**config.mk**
```make
export PLATFORM = sky130hd
export DESIGN_NAME = ioRangeResponder
export DESIGN_NICKNAME = d
export VERILOG_FILES = /design/src/rtl/ioRangePkg.sv /design/src/rtl/ioRangeCtrl.sv /design/src/rtl/ioRangeDatapath.sv /design/src/rtl/ioRangeResponder.sv
export SDC_FILE = /design/constraint.sdc
export NUM_CORES = 1
export LEC_CHECK = 0
export CAP_MARGIN = 5
export CORE_MARGIN = 2
export CORE_UTILIZATION = 60
export DETAILED_ROUTE_END_ITERATION = 7
export DONT_BUFFER_PORTS = 1
export HOLD_SLACK_MARGIN = 0.15
export PLACE_DENSITY_LB_ADDON = 0.1
export SLEW_MARGIN = 20
export SYNTH_ARGS = -nofsm -noshare
export SYNTH_HDL_FRONTEND = slang
export SYNTH_SLANG_ARGS = --single-unit
```
**constraint.sdc**
```tcl
create_clock -name clk -period 6.2 [get_ports clk]
set_input_delay 1.24 -clock clk [delete_from_list [all_inputs] [get_ports clk]]
set_output_delay 1.24 -clock clk [all_outputs]
set_load 0.02 [all_outputs]
```
**src/rtl/ioRangePkg.sv**
```systemverilog
package ioRangePkg;
  localparam int NUM_RANGES  = 8;
  localparam int RANGE_SEL_W = $clog2(NUM_RANGES);
  localparam logic [7:0] IDX_ACT  = 8'h30;
  localparam logic [7:0] IDX_CHK  = 8'h31;
  localparam logic [7:0] IDX_BASE = 8'h60;
  localparam logic [7:0] PAT_ONE  = 8'h55;
  localparam logic [7:0] PAT_ZERO = 8'hAA;

  typedef struct packed {
    logic                   wrAct;
    logic                   wrChk;
    logic                   wrBaseHi;
    logic                   wrBaseLo;
    logic [RANGE_SEL_W-1:0] rangeSel;
    logic                   clrAll;
  } cfgStrobeT;
endpackage

```
**src/rtl/ioRangeCtrl.sv**
```systemverilog
module ioRangeCtrl
  import ioRangePkg::*;
(
  input  logic       clk,
  input  logic       rstN,
  input  logic       cfgWrEn,
  input  logic [7:0] cfgIndex,
  input  logic       devReset,
  output cfgStrobeT  strb
);
  localparam logic [7:0] BASE_SPAN = 8'(2 * NUM_RANGES);

  logic [7:0] baseOfs;
  logic       inBase;

  assign baseOfs = cfgIndex - IDX_BASE;
  assign inBase  = (cfgIndex >= IDX_BASE) && (baseOfs < BASE_SPAN);

  always_comb begin
    strb          = '0;
    strb.clrAll   = devReset;
    strb.rangeSel = baseOfs[RANGE_SEL_W:1];
    if (cfgWrEn && !devReset) begin
      strb.wrAct    = (cfgIndex == IDX_ACT);
      strb.wrChk    = (cfgIndex == IDX_CHK);
      strb.wrBaseHi = inBase && !baseOfs[0];
      strb.wrBaseLo = inBase &&  baseOfs[0];
    end
  end

  AST_ONE_STROBE: assert property (@(posedge clk) disable iff (!rstN)
    $onehot0({strb.wrAct, strb.wrChk, strb.wrBaseHi, strb.wrBaseLo}));
  AST_RESET_WINS: assert property (@(posedge clk) disable iff (!rstN)
    devReset |-> !(strb.wrAct || strb.wrChk || strb.wrBaseHi || strb.wrBaseLo));
endmodule

```
**src/rtl/ioRangeDatapath.sv**
```systemverilog
module ioRangeDatapath
  import ioRangePkg::*;
#(
  parameter int RANGE_LEN = 8
) (
  input  logic        clk,
  input  logic        rstN,
  input  cfgStrobeT   strb,
  input  logic [7:0]  cfgIndex,
  input  logic [7:0]  cfgWrData,
  output logic [7:0]  cfgRdData,
  input  logic        ioRdEn,
  input  logic [15:0] ioAddr,
  input  logic [7:0]  devData,
  output logic        hit,
  output logic [7:0]  rdData
);
  localparam logic [16:0] LEN17 = 17'(RANGE_LEN);

  logic                  actReg;
  logic                  chkEn;
  logic                  chkPat;
  logic [15:0]           baseReg [NUM_RANGES];
  logic [NUM_RANGES-1:0] inRange;
  logic                  anyIn;

  always_ff @(posedge clk) begin
    if (!rstN || strb.clrAll) begin
      actReg <= 1'b0;
      chkEn  <= 1'b0;
      chkPat <= 1'b0;
      for (int i = 0; i < NUM_RANGES; i++) baseReg[i] <= '0;
    end else begin
      if (strb.wrAct) begin
        actReg <= cfgWrData[0];
        if (cfgWrData[0]) chkEn <= 1'b0;
      end
      if (strb.wrChk) begin
        chkEn  <= cfgWrData[1] & ~actReg;
        chkPat <= cfgWrData[0];
      end
      if (strb.wrBaseHi) baseReg[strb.rangeSel][15:8] <= cfgWrData;
      if (strb.wrBaseLo) baseReg[strb.rangeSel][7:0]  <= cfgWrData;
    end
  end

  generate
    for (genvar g = 0; g < NUM_RANGES; g++) begin : gMatch
      logic [16:0] lo17;
      assign lo17 = {1'b0, baseReg[g]};
      assign inRange[g] = (baseReg[g] != '0) &&
                          ({1'b0, ioAddr} >= lo17) &&
                          ({1'b0, ioAddr} <  lo17 + LEN17);
    end
  endgenerate

  assign anyIn = |inRange;

  always_ff @(posedge clk) begin
    if (!rstN) begin
      hit    <= 1'b0;
      rdData <= '0;
    end else if (ioRdEn && anyIn && actReg) begin
      hit    <= 1'b1;
      rdData <= devData;
    end else if (ioRdEn && anyIn && chkEn) begin
      hit    <= 1'b1;
      rdData <= chkPat ? PAT_ONE : PAT_ZERO;
    end else begin
      hit    <= 1'b0;
      rdData <= '0;
    end
  end

  always_comb begin
    cfgRdData = '0;
    if (cfgIndex == IDX_ACT)      cfgRdData = {7'b0, actReg};
    else if (cfgIndex == IDX_CHK) cfgRdData = {6'b0, chkEn, chkPat};
    else begin
      for (int i = 0; i < NUM_RANGES; i++) begin
        if (cfgIndex == IDX_BASE + 8'(2 * i))     cfgRdData = baseReg[i][15:8];
        if (cfgIndex == IDX_BASE + 8'(2 * i + 1)) cfgRdData = baseReg[i][7:0];
      end
    end
  end

  AST_ACT_EXCLUDES_CHK: assert property (@(posedge clk) disable iff (!rstN)
    !(actReg && chkEn));
  AST_MISS_ZERO: assert property (@(posedge clk) disable iff (!rstN)
    !hit |-> rdData == 8'h00);
  AST_IDLE_NO_HIT: assert property (@(posedge clk) disable iff (!rstN)
    !ioRdEn |=> !hit);
  AST_CLEAR_EFFECT: assert property (@(posedge clk) disable iff (!rstN)
    strb.clrAll |=> !actReg && !chkEn && !chkPat);
  AST_PROBE_PATTERN: assert property (@(posedge clk) disable iff (!rstN)
    hit && !$past(actReg) |-> (rdData == PAT_ONE || rdData == PAT_ZERO));
endmodule

```
**src/rtl/ioRangeResponder.sv**
```systemverilog
module ioRangeResponder
  import ioRangePkg::*;
#(
  parameter int RANGE_LEN = 8
) (
  input  logic        clk,
  input  logic        rstN,
  input  logic        cfgWrEn,
  input  logic [7:0]  cfgIndex,
  input  logic [7:0]  cfgWrData,
  output logic [7:0]  cfgRdData,
  input  logic        devReset,
  input  logic        ioRdEn,
  input  logic [15:0] ioAddr,
  input  logic [7:0]  devData,
  output logic        hit,
  output logic [7:0]  rdData
);
  cfgStrobeT strb;

  ioRangeCtrl i_ctrl (
    .clk(clk), .rstN(rstN), .cfgWrEn(cfgWrEn), .cfgIndex(cfgIndex),
    .devReset(devReset), .strb(strb)
  );

  ioRangeDatapath #(.RANGE_LEN(RANGE_LEN)) i_dp (
    .clk(clk), .rstN(rstN), .strb(strb), .cfgIndex(cfgIndex),
    .cfgWrData(cfgWrData), .cfgRdData(cfgRdData), .ioRdEn(ioRdEn),
    .ioAddr(ioAddr), .devData(devData), .hit(hit), .rdData(rdData)
  );
endmodule

```
==> results of run 1 <==
## flip-flops by register name, indices dropped and copies added (netlist names)
| signal | cells |
|---|---|
| i_dp.chkEn | 1 |
| i_dp.actReg | 1 |
| i_dp.baseReg | 128 |
| i_dp.chkPat | 1 |
| i_dp.rdData | 8 |
| i_dp.hit | 1 |
## worst register-to-register path, cell delays in order, from the launching register on
cell and delay, ns:
edfxtp_1 0.53, inv_1 0.16, nor4_1 0.42, nand2_1 0.13
nor2_1 0.21, nand3_1 0.13, xnor2_1 0.16, ha_1 0.19
a2111oi_0 0.65, nand3_1 0.20, a21oi_1 0.20, o211ai_1 0.24
o2111a_1 0.38, a221oi_1 0.37
## cell usage in the layout, fill, tap and decap left out, drive strengths merged, types with 11 or more instances in the layout
cell type	count
a2111oi	14
a211oi	26
a21o	14
a21oi	75
a221oi	11
and2	131
and3	17
clkbuf	17
dfxtp	12
edfxtp	128
ha	241
inv	142
nand2	83
nand2b	22
nand3	60
nand4	32
nor2	84
nor2b	20
nor3	33
nor4	43
o211ai	17
o21ai	79
xnor2	88
## path summary, 6_finish.rpt
check,start,to,slack [ns],cells after the start
worst max register to register,i_dp.baseReg[5][6]$_SDFFCE_PN0P_,i_dp.rdData[4]$_SDFF_PN0_,2.14,13
worst min register to register,i_dp.chkEn$_SDFFE_PP0P_,i_dp.chkEn$_SDFFE_PP0P_,0.53,2
worst min-delay path,i_dp.chkEn$_SDFFE_PP0P_,i_dp.chkEn$_SDFFE_PP0P_,0.53,2
worst max-delay path,cfgIndex[7],cfgRdData[3],1.54,6
## layout make-up
cell class	count	area [um2]	area share, %
multi-input combinational	1230	9351	62.50
tap	319	399.1	2.667
sequential	140	4084	27.29
clock inverter	15	173.9	1.162
clock buffer	17	425.4	2.843
inverter	135	506.7	3.387
timing repair buffer	3	22.52	0.1505
## stage by stage
| step | instances | worst slack (ns) |
|---|---|---|
| 5_1_grt | 1859 | 1.397 |
| 3_3_place_gp | 1827 | 1.742 |
| 3_5_place_dp | 1827 | 1.618 |
| 2_1_floorplan | 1546 | 2.036 |
| 4_1_cts | 1859 | 1.613 |
| 6_report | 1859 | 1.539 |
## per-layer routing
layer	vias up	track usage, %	routed length, um
met3	108	6.691	4773
met4	0	12.73	1425
met5	-	0	0
li1	5731	-	-
met2	676	58.52	20270
met1	5794	49.89	18550
## power groups by stage
stage | sequential, W | clock, W | combinational (W)
floorplan | 0.00113 | 0 | 0.000435
global placement | 0.00117 | 0 | 0.000507
detailed placement | 0.00117 | 0 | 0.000527
CTS | 0.00115 | 0.00104 | 0.000530
global route | 0.00116 | 0.00107 | 0.000608
finish | 0.00116 | 0.00105 | 0.000534
## logic make-up (layout without fill, tap and decap cells)
| group | count (synthesis) | after routing |
|---|---|---|
| AOI/OAI and AO/OA | 331 | 331 |
| xor gates and xnor gates | 88 | 88 |
| adders and majority gates | 241 | 241 |
| buffers and inverters | 176 | 170 |
| DFF | 140 | 140 |
| muxes | 20 | 20 |
| and+or+nand+nor | 550 | 550 |
==> results.rst, run 1 <==
.. list-table::
   :header-rows: 1

   * - Metric
     - Value
   * - Result of the run
     - complete, no violations
   * - Filler Cells Inserted
     - 2013
   * - First-pass GRT wire length
     - 67640 um
   * - Fraction of layout instances using a drive strength above 1
     - 4.610%
   * - Synth-to-layout area growth
     - 5.794%
   * - Fraction of the mapped netlist area in compound gates
     - 15.99%
   * - Wire length after detailed routing
     - 45030 um
   * - Hold slack final
     - 0.5335 ns
   * - Number of cell rows
     - 56
   * - Master cell of the clock root buffer
     - clkbuf_16
   * - Final setup skew
     - 0.007030 ns
   * - Total core area
     - 23330 um2
   * - Number of buffers on the longest clock path
     - 2
   * - Library cells used by synthesis
     - 85
   * - Final Power
     - about 0.0027 W
   * - CP Capture Type
     - primary output
   * - Drt pass-1 iters
     - 7
   * - # setup viols final
     - 0
   * - Fmax
     - 214.5 MHz
   * - Clock-pin slew on the worst setup and hold paths
     - ~0.060 ns
   * - Final Wtd Congestion
     - between 0.9 and 1
   * - Antenna diode count
     - 0
   * - Number of synthesized flops with an enable pin
     - 128
   * - Data required time at the worst endpoint
     - 4.96 ns
   * - Total count of max-transition violations in the final report
     - 0
   * - Post-layout nets
     - 1813
   * - Count of synthesis-stage warnings from yosys
     - 0
   * - Leading post-synthesis cells by instance count
     - 241 x ha_1, 131 x and2_1, 128 x edfxtp_1, 123 x inv_1, 88 x xnor2_1
   * - Overall global routing resource usage
     - 36.58%
   * - Power per cell area
     - 183.2 nW/um2
   * - Net switching component of the power
     - 0.0008258 W
   * - Vias in the first global route
     - approximately 12000
   * - Cell count after synthesis
     - about 1500
   * - Number of buffers added to fix hold violations after cts
     - 0
   * - Number of hold violations in the final report
     - 0
   * - Minimum clock period
     - approximately 4.7 ns
   * - Post-route DRC
     - 0
   * - Remaining global-route overflow
     - 0
   * - Detailed-route wire length per cell
     - 24.22 um
   * - Async SR Flop Fraction
     - 0%
   * - Worst IR Drop VDD
     - 0.0001827 V
   * - Net switching fraction of the power
     - 30.13%
   * - Startpoint Class
     - input port
   * - Setup repair after global routing missed its margin
     - false
   * - Setup bufs post-CTS
     - 0
   * - WP data arrival
     - 3.42 ns
   * - Clock power frac
     - 38.3%
   * - Sequential share of power
     - 42.2%
   * - Hold Path Class
     - flop to flop
   * - Main combinational cell family by area after synthesis
     - adder cells
   * - Xor/xnor share of the synthesized area
     - 5.449%
   * - Post-layout util
     - 64.13%
   * - Ranking of synthesized cells by area
     - edfxtp_1 27%, ha_1 21%, and2_1 5.8%
   * - Antenna-violating nets left
     - 0
   * - Static Leakage
     - 5.837 nW
   * - Post-synth top area share
     - 27.18%
   * - Post-synthesis mux area share
     - under 10%
   * - CTS H-tree lvls
     - 4
   * - CP Buf/Inv Count
     - 0
   * - Number of clock sinks
     - 140
   * - Number of max-cap violations
     - 0
   * - Family with the most delay on the worst path
     - simple AND/OR/NAND/NOR gates
   * - Synthesized area divided by synthesized cell count
     - roughly 9.1 um2
   * - Logic gate share of total power
     - 19.5%
   * - Critical path's slowest cell
     - nor3_1
   * - Critical path fanouts, max
     - 8
   * - Slowest Stage Delay on Critical Path
     - between 0.8 and 0.9 ns
   * - Syn Nets
     - 1832
   * - CP Class
     - input port to primary output
   * - Fin area
     - 14960 um2
   * - Initial Util
     - 60.62%
   * - Flip-flop cell with the highest count after synthesis
     - edfxtp_1
   * - TritonCTS clock tree
     - built
   * - Internal power summed over all cells
     - 0.001915 W
   * - Die height
     - 157.5 um
   * - CTS resizes
     - 0
   * - Cell type with the highest aggregate area in the netlist
     - edfxtp_1
   * - Clock insertion delay at the later pin of the skew report
     - roughly 0.43 ns
   * - Number of flip-flops and latches in the synthesized netlist
     - 140
   * - Setup Total Neg Slack
     - 0 ns
   * - Cell-by-cell trace of the critical path
     - nand4bb_1 > nor3_1 > a221oi_1 > a21oi_1 > a211oi_1 > a21oi_1
   * - Routed via count divided by cell count
     - 6.621
   * - Synthesized-area fraction occupied by adder cells
     - 21.32%
   * - Die W
     - 157.5 um
   * - Most numerous cell on the critical path
     - a21oi_1
   * - Leading cell type by number of instances after synthesis
     - ha_1
   * - Number of top-level pins
     - 62
   * - Slew at the pin closest to its max-slew limit
     - 1.106 ns
   * - Fin crit share
     - 75.18%
   * - Initial DRC Count
     - 1382
   * - Overall via count from detail_route
     - 12309
   * - Portion of the post-synthesis area used by sequential elements
     - 28.87%
   * - Summed instance area of the synthesized netlist
     - 14140 um2
   * - Port buffer count
     - 0
   * - Area post-placement
     - 14360 um2
   * - Initial antenna violation count
     - 1
   * - Number of buffers inserted during clock tree synthesis
     - 17
   * - Worst slew slack as a fraction of its limit
     - 25.45%
   * - Maximum number of pins on one net before global-route repair
     - 46
   * - Die footprint
     - 24820 um2
   * - Final HPWL from detailed placement
     - between 30000 and 40000 um
   * - Fraction of the mapped netlist area in simple logic gates
     - 21.13%
Power figures use the tool's default switching activity.
==> run 2, diff against run 1 <==
ABC_AREA = 1   (was not set)
clock period = 4.7 ns   (was 6.2 ns; I/O delays follow)
==> run 2 against run 1 <==
Effect of this change:
- count of clock-buffer cells in the layout rose by 1
- clock skew is 0.0019 ns higher
- non-clock buffer count is 1 lower
- hold slack better by 0.062 ns
- register-to-register slack got worse by 1.0 ns
- synthesized cell count up 30%
- wire length increased by 0.26%
- via count is 11% higher
- final cell count is 26% higher
- core utilization up 0.57 points
- cell area rose by 4.8%
- critical path depth grew 11
- critical endpoint is now cfgRdData[7]
==> results.rst, run 2 <==
.. list-table::
   :header-rows: 1

   * - Metric
     - Value
   * - Result of the run
     - complete, no violations
   * - Depth of the worst register-to-register path
     - 17 (+4)
   * - Flip-flop cell with the highest count after synthesis
     - edfxtp_1
   * - Worst Hold Launch
     - i_dp.chkPat$_SDFFE_PP0P_
   * - Fmax
     - 249.0 MHz
   * - Post-synth top area share
     - 26.02% (-1.2 points)
   * - Worst IR Drop VDD
     - 0.0003760 V (+110%)
   * - Number of clock sinks
     - 140 (unchanged)
   * - Cell type with the highest aggregate area in the netlist
     - edfxtp_1
   * - Most numerous cell on the critical path
     - nand2_1
   * - CP Buf/Inv Count
     - 1 (+1)
   * - # setup viols final
     - 0 (unchanged)
   * - Number of cell rows
     - 57 (+1.8%)
   * - Count of synthesis-stage warnings from yosys
     - 0 (unchanged)
   * - Critical path fanouts, max
     - 19 (+11)
   * - Minimum clock period
     - around 4.0 ns
   * - Number of flip-flops and latches in the synthesized netlist
     - 140 (unchanged)
   * - Vias in the first global route
     - 13131 (+14%)
   * - Remaining global-route overflow
     - 0 (unchanged)
   * - Post-layout nets
     - 2296 (+27%)
   * - CP Class
     - input port to primary output
   * - Routed via count divided by cell count
     - 5.833 (-12%)
   * - Number of top-level pins
     - 62 (unchanged)
   * - Launching instance or port of the critical path
     - cfgIndex[4]
   * - Hold endpoint
     - i_dp.chkPat$_SDFFE_PP0P_
   * - Sequential share of power
     - 42.2% (about the same)
   * - Final setup skew
     - 0.008906 ns (+0.001876 ns)
   * - Initial antenna violation count
     - 0 (-1)
   * - CTS H-tree lvls
     - 4 (unchanged)
   * - Syn Nets
     - 2292 (+25%)
   * - Overall global routing resource usage
     - 35.41% (-1.2 points)
   * - Net switching fraction of the power
     - 31.89% (+1.8 points)
   * - Startpoint Class
     - input port
   * - Number of buffers on the longest clock path
     - 2 (unchanged)
   * - First-pass GRT wire length
     - 70690 um (+4.5%)
   * - Area post-placement
     - 15110 um2 (+5.2%)
   * - Final HPWL from detailed placement
     - 33530 um (+1.8%)
   * - Clock insertion delay at the later pin of the skew report
     - 0.43 ns (about the same)
   * - WP data arrival
     - 3.08 ns (-0.34 ns)
   * - Number of flip-flops in the largest register
     - 128 (unchanged)
   * - Setup repair after global routing missed its margin
     - false
   * - Initial Util
     - 60.92% (+0.30 points)
   * - Static Leakage
     - 7.308 nW (+25%)
   * - Portion of the post-synthesis area used by sequential elements
     - 27.65% (-1.2 points)
   * - Fraction of layout instances using a drive strength above 1
     - 5.240% (+0.63 points)
   * - CP Capture Type
     - primary output
   * - Maximum number of pins on one net before global-route repair
     - 20 (-57%)
   * - Post-route DRC
     - 0 (unchanged)
   * - Family with the most delay on the worst path
     - simple AND/OR/NAND/NOR gates
   * - Fin area
     - 15690 um2 (+4.8%)
   * - Final Wtd Congestion
     - 0.9146 (-5.4%)
   * - Library cells used by synthesis
     - 38 (-55%)
   * - CTS resizes
     - 0 (unchanged)
   * - Ranking of synthesized cells by area
     - edfxtp_1 26%, ha_1 20%, nand2_1 11%
   * - Die footprint
     - 25890 um2 (+4.3%)
   * - Detailed-route wire length per cell
     - 19.23 um (-21%)
   * - Hold Path Class
     - flop to flop
   * - Net switching component of the power
     - 0.001144 W (+39%)
   * - Drt pass-1 iters
     - 6 (-1)
   * - Setup Total Neg Slack
     - 0 ns (unchanged)
   * - Number of synthesized flops with an enable pin
     - 128 (unchanged)
   * - Slowest Stage Delay on Critical Path
     - 0.42 ns (-0.44 ns)
   * - Endpoint of the worst register-to-register path
     - i_dp.rdData[4]$_SDFF_PN0_
   * - Most frequent standard cell in the layout excluding fill and tap cells
     - nand2_1
   * - Die W
     - 160.9 um (+2.1%)
   * - Total count of max-transition violations in the final report
     - 0 (unchanged)
   * - Leading cell type by number of instances after synthesis
     - nand2_1
   * - Registers with the most flip-flops
     - i_dp.baseReg (128), i_dp.rdData (8)
   * - Wire length after detailed routing
     - 45140 um (+0.26%)
   * - Clock power frac
     - 37.0% (-1.3 points)
   * - Overall via count from detail_route
     - 13691 (+11%)
   * - Critical path's slowest cell
     - a21oi_1
   * - Clock-pin slew on the worst setup and hold paths
     - 0.06 ns (about the same)
   * - Summed instance area of the synthesized netlist
     - 14770 um2 (+4.4%)
   * - Power per cell area
     - 228.7 nW/um2 (+25%)
   * - Number of stages on the worst hold path
     - 2 (unchanged)
   * - Leading post-synthesis cells by instance count
     - 443 x nand2_1, 308 x inv_1, 268 x nor2_1, 241 x ha_1, 128 x edfxtp_1
   * - Initial DRC Count
     - 1307 (-5.4%)
   * - Slew at the pin closest to its max-slew limit
     - 1.056 ns (-0.05011 ns)
   * - Internal power summed over all cells
     - 0.002444 W (+28%)
   * - Async SR Flop Fraction
     - 0% (unchanged)
   * - Number of max-cap violations
     - 0 (unchanged)
   * - Cell count after synthesis
     - 2006 (+30%)
   * - Register with the most flip-flops
     - i_dp.baseReg
   * - Data required time at the worst endpoint
     - 3.76 ns (-1.20 ns)
   * - Fin crit share
     - 85.44%
   * - Total core area
     - 24250 um2 (+3.9%)
   * - Logic gate share of total power
     - 20.7% (+1.2 points)
   * - Die height
     - 160.9 um (+2.1%)
   * - Number of buffers inserted during clock tree synthesis
     - 17 (unchanged)
   * - Reg2reg setup slack
     - 1.10 ns (-1.04 ns)
   * - Commonest non-fill, non-tap cells in the layout
     - 443 x nand2_1, 308 x inv_1, 268 x nor2_1
   * - Launch point of the worst reg-to-reg path
     - i_dp.baseReg[4][3]$_SDFFCE_PN0P_
   * - Worst slew slack as a fraction of its limit
     - 29.50% (+4.0 points)
   * - Synth-to-layout area growth
     - 6.209%
   * - Number of hold violations in the final report
     - 0 (unchanged)
   * - Number of buffers added to fix hold violations after cts
     - 0 (unchanged)
   * - Setup bufs post-CTS
     - 0 (unchanged)
   * - Port buffer count
     - 0 (unchanged)
   * - TritonCTS clock tree
     - built
   * - Antenna-violating nets left
     - 0 (unchanged)
   * - Synthesized area divided by synthesized cell count
     - 7.364 um2 (-20%)
   * - Master cell of the clock root buffer
     - clkbuf_16
   * - Cell-by-cell trace of the critical path
     - inv_1 > nand2_1 > nor2_8 > nand2_2 > nor2_2 > nand2_1 > nand4_1 > nand2_1 > nand2_1 > nand2_1 > nand2_1 > nand2_1 > nand2_1 > nand2_1 > nand2_1 > nand2_1 > a21oi_1
   * - Antenna diode count
     - 0 (unchanged)
-- run 2: changes by cell type after synthesis, moves of 20 or more --
cell | previous run | this run
inv_1 | 123 | 308
a21oi_1 | 75 | 120
nand2_1 | 83 | 443
nand2b_1 | 22 | 0
a211oi_1 | 24 | 0
xor2_1 | 0 | 77
and2_1 | 131 | 0
xnor2_1 | 88 | 8
nor2_1 | 84 | 268
nand4_1 | 32 | 63
nand3_1 | 60 | 103
nor2b_1 | 20 | 0
-- run 2: kinds of logic (layout without fill, tap and decap cells) --
group | after synthesis | after routing | share of synthesized area (%)
fa+ha+maj | 241 | 241 | 20.41
simple gates | 1010 | 1010 | 31.48
buf+inv | 342 | 359 | 8.809
xor+xnor | 85 | 85 | 5.040
flops | 140 | 140 | 27.65
compound gates | 188 | 188 | 6.615
-- run 2: how the worst max path moves through the flow --
stage / end / depth (start not counted)
2_1_floorplan: cfgRdData[7] / 17
3_3_place_gp: cfgRdData[7] / 17
3_5_place_dp: cfgRdData[7] / 17
4_1_cts: cfgRdData[7] / 17
5_1_grt: cfgRdData[7] / 17
6_report: cfgRdData[7] / 17
-- run 2: through the flow --
stage | std cells | setup WS, ns | hold slack [ns] | total power, W | util, %
after floorplan | 2006 | 1.265 | 0.5380 | 0.002069 | -
after global placement | 2315 | 0.7355 | 0.5705 | 0.002237 | 62.32
after detailed placement | 2315 | 0.6941 | 0.5818 | 0.002269 | 62.32
after CTS | 2347 | 0.6925 | 0.5907 | 0.003579 | 64.70
after global routing | 2347 | 0.4497 | 0.6203 | 0.003765 | 64.70
final | 2347 | 0.6844 | 0.5953 | 0.003588 | 64.70
-- run 2: layer usage --
layer	track usage [%]	vias up	wire length [um]
met2	57.10	584	20280
li1	-	6684	-
met5	0	-	0
met1	48.85	6320	19620
met4	12.46	0	1542
met3	5.036	103	3702
-- run 2: area by class of cell --
class,count,area [um2]
clock buffer,18,429.2
clock inverter,14,148.9
fill,2193,8559
inverter,325,1220
multi-input combinational,1524,9387
sequential,140,4084
tap,324,405.4
timing repair buffer,2,15.01
-- run 2: tightest hold or removal path: stages, from the launching register on --
cell and delay [ns]:
dfxtp_1 0.33, o21ai_0 0.17, a21oi_1 0.05
-- run 2: power groups by stage --
stage / clock network, W / logic [W] / registers (W)
finish: 0.00133 / 0.000743 / 0.00152
global route: 0.00138 / 0.000866 / 0.00152
CTS: 0.00133 / 0.000737 / 0.00151
detailed placement: 0 / 0.000731 / 0.00154
global placement: 0 / 0.000700 / 0.00154
floorplan: 0 / 0.000573 / 0.00150
